<file path="src/rtl/pscl_pkg.sv">
package pscl_pkg;

    localparam int PHASE_W = 3;

    typedef enum logic [1:0] {
        OSC_RC   = 2'b00,
        OSC_XTAL = 2'b01,
        OSC_PLL  = 2'b10,
        OSC_EXT  = 2'b11
    } osc_mode_e;

    typedef enum logic [1:0] {
        RATIO_1 = 2'b00,
        RATIO_2 = 2'b01,
        RATIO_4 = 2'b10,
        RATIO_8 = 2'b11
    } ratio_e;

    typedef struct packed {
        logic [1:0] out_code;
        osc_mode_e  mode;
        logic [1:0] sys_code;
    } ctl_t;

    localparam ctl_t CTL_RESET = '{out_code: 2'b11, mode: OSC_RC, sys_code: 2'b11};

endpackage

</file>
<file path="src/rtl/pscl_phase.sv">
module pscl_phase
    import pscl_pkg::*;
#(
    parameter int W = PHASE_W
) (
    input  logic         clk,
    input  logic         rst_n,
    output logic [W-1:0] phase_o,
    output logic         wrap_o
);
    localparam logic [W-1:0] LAST = {W{1'b1}};

    logic [W-1:0] phase_q;

    always_ff @(posedge clk) begin
        if (!rst_n) phase_q <= '0;
        else        phase_q <= phase_q + 1'b1;
    end

    assign phase_o = phase_q;
    assign wrap_o  = (phase_q == LAST);

    a_r6_wrap_to_zero: assert property (@(posedge clk) disable iff (!rst_n)
        wrap_o |=> (phase_o == '0));

endmodule

</file>
<file path="src/rtl/pscl_regbank.sv">
module pscl_regbank
    import pscl_pkg::*;
#(
    parameter int              ADDR_W   = 12,
    parameter logic [ADDR_W-1:0] REG_ADDR = 12'h002
) (
    input  logic              clk,
    input  logic              rst_n,
    input  logic [ADDR_W-1:0] addr_i,
    input  logic [15:0]       wdata_i,
    input  logic [1:0]        be_i,
    input  logic              wr_i,
    output logic [15:0]       rdata_o,
    input  logic              osc_en_i,
    input  logic              lowspd_i,
    output ctl_t              ctl_o
);
    ctl_t      ctl_q;
    logic      err_q;
    logic      hit;
    logic      wr_lo;
    logic      mode_open;
    osc_mode_e mode_req;
    osc_mode_e mode_q;

    assign hit       = (addr_i == REG_ADDR);
    assign wr_lo     = wr_i && hit && be_i[0];
    assign mode_open = !osc_en_i;
    assign mode_req  = osc_mode_e'(wdata_i[3:2]);
    assign mode_q    = ctl_q.mode;

    always_ff @(posedge clk) begin
        if (!rst_n) begin
            ctl_q <= CTL_RESET;
            err_q <= 1'b0;
        end else if (wr_lo) begin
            ctl_q.sys_code <= wdata_i[1:0];
            ctl_q.out_code <= wdata_i[5:4];
            if (mode_open) ctl_q.mode <= mode_req;
            if (mode_open && !lowspd_i && (mode_req != ctl_q.mode)) err_q <= 1'b1;
        end
    end

    always_comb begin
        rdata_o = '0;
        if (hit) rdata_o = {7'b0, err_q, 2'b00, ctl_q};
    end

    assign ctl_o = ctl_q;

    a_r5_mode_locked: assert property (@(posedge clk) disable iff (!rst_n)
        (osc_en_i && wr_i) |=> $stable(mode_q));

    a_r8_err_sticky: assert property (@(posedge clk) disable iff (!rst_n)
        rdata_o[8] && hit |=> (!hit || rdata_o[8]));

    a_r10_miss_no_write: assert property (@(posedge clk) disable iff (!rst_n)
        (wr_i && !hit) |=> $stable(ctl_q));

    a_r7_high_lane_only: assert property (@(posedge clk) disable iff (!rst_n)
        (wr_i && !be_i[0]) |=> $stable(ctl_q));

endmodule

</file>
<file path="src/rtl/pscl_lane.sv">
module pscl_lane
    import pscl_pkg::*;
#(
    parameter bit REMAP_PLL = 1'b0
) (
    input  logic               clk,
    input  logic               rst_n,
    input  logic [1:0]         code_i,
    input  logic               pll_i,
    input  logic [PHASE_W-1:0] phase_i,
    input  logic               wrap_i,
    output logic               ce_o,
    output ratio_e             ratio_o
);
    ratio_e state_q;
    ratio_e req;

    generate
        if (REMAP_PLL) begin : g_remap
            always_comb begin
                req = ratio_e'(code_i);
                if (pll_i && (code_i == 2'b00)) req = RATIO_2;
            end
        end else begin : g_plain
            assign req = ratio_e'(code_i);
        end
    endgenerate

    always_ff @(posedge clk) begin
        if (!rst_n)      state_q <= RATIO_8;
        else if (wrap_i) state_q <= req;
    end

    always_comb begin
        unique case (state_q)
            RATIO_1: ce_o = 1'b1;
            RATIO_2: ce_o = !phase_i[0];
            RATIO_4: ce_o = (phase_i[1:0] == 2'b00);
            RATIO_8: ce_o = (phase_i == '0);
            default: ce_o = 1'b0;
        endcase
    end

    assign ratio_o = state_q;

    a_r6_hold_between_wraps: assert property (@(posedge clk) disable iff (!rst_n)
        !wrap_i |=> $stable(state_q));

    a_r2_pulse_at_phase_zero: assert property (@(posedge clk) disable iff (!rst_n)
        wrap_i |=> ce_o);

endmodule

</file>
<file path="src/rtl/pscl_ctrl.sv">
module pscl_ctrl
    import pscl_pkg::*;
#(
    parameter int                ADDR_W   = 12,
    parameter logic [ADDR_W-1:0] REG_ADDR = 12'h002
) (
    input  logic              clk,
    input  logic              rst_n,
    input  logic [ADDR_W-1:0] bus_addr,
    input  logic [15:0]       bus_wdata,
    input  logic [1:0]        bus_be,
    input  logic              bus_wr,
    output logic [15:0]       bus_rdata,
    input  logic              osc_en,
    input  logic              lowspd_sel,
    output logic              sys_ce,
    output logic              out_ce,
    output logic [1:0]        osc_mode
);
    localparam int LANES = 2;

    ctl_t               ctl;
    logic [PHASE_W-1:0] phase;
    logic               wrap;
    logic               pll_on;
    logic [1:0]         lane_code [LANES];
    logic [LANES-1:0]   lane_ce;
    ratio_e             lane_ratio [LANES];

    pscl_regbank #(.ADDR_W(ADDR_W), .REG_ADDR(REG_ADDR)) u_regs (
        .clk      (clk),
        .rst_n    (rst_n),
        .addr_i   (bus_addr),
        .wdata_i  (bus_wdata),
        .be_i     (bus_be),
        .wr_i     (bus_wr),
        .rdata_o  (bus_rdata),
        .osc_en_i (osc_en),
        .lowspd_i (lowspd_sel),
        .ctl_o    (ctl)
    );

    pscl_phase #(.W(PHASE_W)) u_phase (
        .clk     (clk),
        .rst_n   (rst_n),
        .phase_o (phase),
        .wrap_o  (wrap)
    );

    assign pll_on       = (ctl.mode == OSC_PLL);
    assign lane_code[0] = ctl.sys_code;
    assign lane_code[1] = ctl.out_code;

    generate
        for (genvar g = 0; g < LANES; g++) begin : g_lane
            pscl_lane #(.REMAP_PLL(g == 1)) u_lane (
                .clk     (clk),
                .rst_n   (rst_n),
                .code_i  (lane_code[g]),
                .pll_i   (pll_on),
                .phase_i (phase),
                .wrap_i  (wrap),
                .ce_o    (lane_ce[g]),
                .ratio_o (lane_ratio[g])
            );
        end
    endgenerate

    assign sys_ce   = lane_ce[0];
    assign out_ce   = lane_ce[1];
    assign osc_mode = ctl.mode;

    a_r4_pll_no_div1: assert property (@(posedge clk) disable iff (!rst_n)
        (wrap && pll_on) |=> (lane_ratio[1] != RATIO_1));

    a_r9_mode_pin_tracks: assert property (@(posedge clk) disable iff (!rst_n)
        (bus_addr == REG_ADDR) |-> (osc_mode == bus_rdata[3:2]));

endmodule

</file>
<file path="config.mk">
export PLATFORM = sky130hd
export DESIGN_NAME = pscl_ctrl
export DESIGN_NICKNAME = d
export VERILOG_FILES = /design/src/rtl/pscl_pkg.sv /design/src/rtl/pscl_phase.sv /design/src/rtl/pscl_regbank.sv /design/src/rtl/pscl_lane.sv /design/src/rtl/pscl_ctrl.sv
export SDC_FILE = /design/constraint.sdc
export NUM_CORES = 1
export LEC_CHECK = 0
export BUFFER_PORTS_ARGS = -buffer_cell sky130_fd_sc_hd__buf_2
export CAP_MARGIN = 20
export CELL_PAD_IN_SITES_DETAIL_PLACEMENT = 0
export CELL_PAD_IN_SITES_GLOBAL_PLACEMENT = 1
export CORE_MARGIN = 2
export CORE_UTILIZATION = 25
export DETAILED_ROUTE_END_ITERATION = 10
export PLACE_DENSITY = 0.76
export SYNTH_ARGS = -nofsm -noshare
export SYNTH_HDL_FRONTEND = slang
export SYNTH_HIERARCHICAL = 1
export SYNTH_SLANG_ARGS = --single-unit
</file>
<file path="constraint.sdc">
create_clock -name clk -period 2.8 [get_ports clk]
set_clock_uncertainty 0.1 [all_clocks]
set_input_delay 0.84 -clock clk [delete_from_list [all_inputs] [get_ports clk]]
set_output_delay 0.84 -clock clk [all_outputs]
set_load 0.005 [all_outputs]
</file>
==> results summary <==
The flow ran to the end, but the final reports show violations. The final reports fail on setup timing. Detailed placement finished with a half-perimeter wire length of 1360 µm. The area growth from synthesis to layout is 35.0%. The min-delay analysis places its worst path in the category register to register. The number of levels in the clock H-tree is 1.

The power density over the cells is 366 nW/µm². The die covers 3740 µm². Setup violations remaining at the end of the flow were counted as 7.

Yosys attributes the largest share of cell area to sky130_fd_sc_hd__dfxtp_1 34%, sky130_fd_sc_hd__mux2i_1 11%, sky130_fd_sc_hd__buf_4 8.3%. The worst setup path is launched from a primary input. The clock transition at the registers of the reported paths is 0.09 ns.

STA puts the critical path data required time at 1.86 ns. In the global route stage, overall resource usage came out at 10.0%. The count of cell types in the netlist came out at 25. After layout, the worst path uses 106% of the clock period. The cell internal power dissipation came out at 313 µW. The sequential share of the synthesized area came out at approximately a third. The multiplexer fraction of the synthesized cell area came out at 11.0%. The top cell type by area accounts for 34.4% of the synthesized area. The critical path capture point type is an output port.

The effective utilization at floorplan came out at 26.5%. Walking the worst path, the cells encountered are buf_6, or4_4, nor3_2, buf_4, and2_1, buf_2. In this run the tool buffered the top-level ports with 34 buffer cells.

The count of buffering cells on the critical path with inverters included came out at 3. The post-placement cell area came out at 1030 µm². The post-synth design cell area is 816 µm². The cell class contributing the biggest share of worst-path delay is simple AND/OR/NAND/NOR gates.

The final hold violation count came out at 0. The share of power burned in registers is about half. The slowest stage of the critical path belongs to the cell sky130_fd_sc_hd__or4_4. In the synthesized netlist, the number of instances is 86. The type of the setup path with the least slack is primary input to output port. The clock buffer count from CTS came out at 3. The initial antenna violation count is 0. The via count of the first global-routing pass is 630. The maximum number of pins on one net before global-route repair came out at 22. The synthesized flop and latch total is 14.

The routability-driven placement congestion ratio is 0.665. The arrival time at the worst endpoint is 2.03 ns. The overall die height came out at 61.1 µm. The maximum fanout along the worst path is 7. The sum of internal, switching and leakage power came out at 403 µW.

The tool flagged a number of max-cap violations equal to 0. The warning count from the yosys run came out at 6. The repair_antennas step left the layout with diodes totalling 0. The share of final-layout standard cells stronger than drive strength 1 came out at 41.3%. Setup repair after global routing could not meet its margin everywhere. The detailed router's first-iteration violation count is 7. The clock network fraction of design power is 35.2%. The sum of negative setup slack is -1.10 ns. The floorplan die width came out at 61.1 µm. The detailed-route via count is between 600 and 700.

The global-route wire length before repair is 2670 µm. The largest incremental delay on the critical path is 0.53 ns. The boundary pin count came out at 55. The per-cell via count in the routed design came out at around 4.1. Based on the critical path, the design can be clocked at up to 337 MHz.

In this run the register-to-register setup slack is between 1 and 1.5 ns. The synthesized netlist devotes 7.21% of its cell area to compound gates. The count of hold buffers inserted by post-cts repair is 0. The average instance area after synthesis is between 9 and 10 µm². Leaving out fill and tap cells, the most frequent cell in the layout is sky130_fd_sc_hd__buf_2. The final-report max-slew violation count is 0. By area, the combinational part of the netlist is dominated by simple AND/OR/NAND/NOR gates. After the last flow step, the layout net total stands at 164.

The routed wire length came out at 1640 µm. The total number of placement rows came out at 20. The number of iterations in the first detailed-routing pass came out at 4. Once detail routing completed, the nets flagged for antenna violations numbered 0. Once layout is done, the placed cells without fillers occupy ~1100 µm².

Of the total synthesized cell area, the portion taken by AND, OR, NAND and NOR gates is between 30 and 40%. The placeable core area is 3080 µm². The remaining design rule violation count is 0. The number of inserted filler cells in the final layout is 344. The fraction of the core area covered by cells at the end of the flow came out at a little over a third. For the finished layout, the period the worst path requires is a little under 3 ns. Summed over all nets, the switching power comes to 90.2 µW. The CTS tree is built.

The cell taking the most area after synthesis is sky130_fd_sc_hd__dfxtp_1. The placement-stage worst setup slack is -0.204 ns. The xor and xnor fraction of the mapped netlist area is 2.15%. The remaining global-route overflow came out at 0. The worst ir drop on vdd came out at between 100 and 150 µV. The total number of clock tree sinks came out at 14.

The share of total power consumed by net switching came out at 22.3%. The buffers inserted during post-CTS setup optimization came out at 0. The combinational share of power came out at 13.5%. The static leakage power came out at 0.000520 µW. The adder-cell area share of the yosys netlist came out at 3.07%. The buffer levels on the longest clock path came out at 2. In the layout the commonest cells are 30 x sky130_fd_sc_hd__buf_2, 14 x sky130_fd_sc_hd__dfxtp_1, 10 x sky130_fd_sc_hd__nor2b_1. The buffer cell driving the clock tree root is sky130_fd_sc_hd__clkbuf_4. The setup slack after layout came out at -0.165 ns. The routed length per placed instance is 9.62 µm. The worst-skew pair later-pin latency is 0.27 ns.
path summary, 6_finish.rpt:
check	depth (start not counted)	from	endpoint
worst min register to register	2	u_regs/err_q	u_regs/err_q
worst max-delay path	6	bus_addr[11]	bus_rdata[2]
worst max register to register	4	u_phase/phase_o[0]	g_lane[1].u_lane/ratio_o[0]
worst min-delay path	2	u_regs/err_q	u_regs/err_q
power by group through the flow:
stage	clock (µW)	sequential (µW)	combinational, µW
after floorplan	0	210	36.3
after global placement	0	211	50.9
after detailed placement	0	212	53.3
after CTS	147	207	54.2
after global routing	163	208	61.8
final	142	207	54.5
flip-flops by register name, indices dropped and copies added (netlist names):
register               count
u_phase/phase_o            3
u_regs/err_q               1
u_regs/mode_q              2
g_lane.u_lane/ratio_o      4
u_regs/ctl_o               4
metrics by stage:
step,hold WS (ns),std cells
6_report,0.350,170
5_1_grt,0.384,170
4_1_cts,0.355,170
3_5_place_dp,0.343,166
3_3_place_gp,0.335,166
2_1_floorplan,0.321,94
cell type report:
type / instances / area (µm²) / area share [%]
tap: 44 / 55.1 / 5.00
timing repair buffer: 38 / 225 / 20.5
clock buffer: 4 / 36.3 / 3.30
sequential: 14 / 280 / 25.5
multi-input combinational: 70 / 504 / 45.8
metal layers:
| metal | share of wire [%] | up-vias | track usage [%] |
|---|---|---|---|
| li1 | - | 352 | - |
| met1 | 41 | 313 | 11.4 |
| met2 | 53 | 24 | 17.0 |
| met3 | 6.2 | 2 | 2.52 |
| met4 | 0.61 | 0 | 5.59 |
| met5 | 0 | - | 0 |
repair_timing:
action	4_1_cts	5_1_grt
hold endpoints to repair	0	0
setup endpoints to repair	7	7
gates resized for setup	5	1
pin swaps	7	1
worst reg2reg max path, delay by kind of cell (launching register included):
family / cells / cell delay (ns)
adder cells (fa/ha/maj): 2 / 0.52
flip-flops: 1 / 0.48
AND/OR/NAND/NOR: 1 / 0.22
AO/OA/AOI/OAI: 1 / 0.09
synth_stat cells (all sizes together):
cell and number:
nor3 1, buf 9, clkbuf 1, nor4 1, nor2 1, xor2 2, ha 2, nor2b 12
nand2 9, or4 3, nand3b 1, a21o 2, o21a 2, nor3b 1, a21oi 2, dfxtp 14
and2 9, or4b 1, conb 1, o21ai 3, mux2i 9
cell families after synthesis:
| kind of cell | count (synthesis) |
|---|---|
| and+or+nand+nor | 39 |
| adders and majority gates | 2 |
| DFF | 14 |
| AOI/OAI and AO/OA | 9 |
| xor gates and xnor gates | 2 |
| other | 1 |
| muxes | 9 |
| buffers and inverters | 10 |
Power figures use the tool's default switching activity.
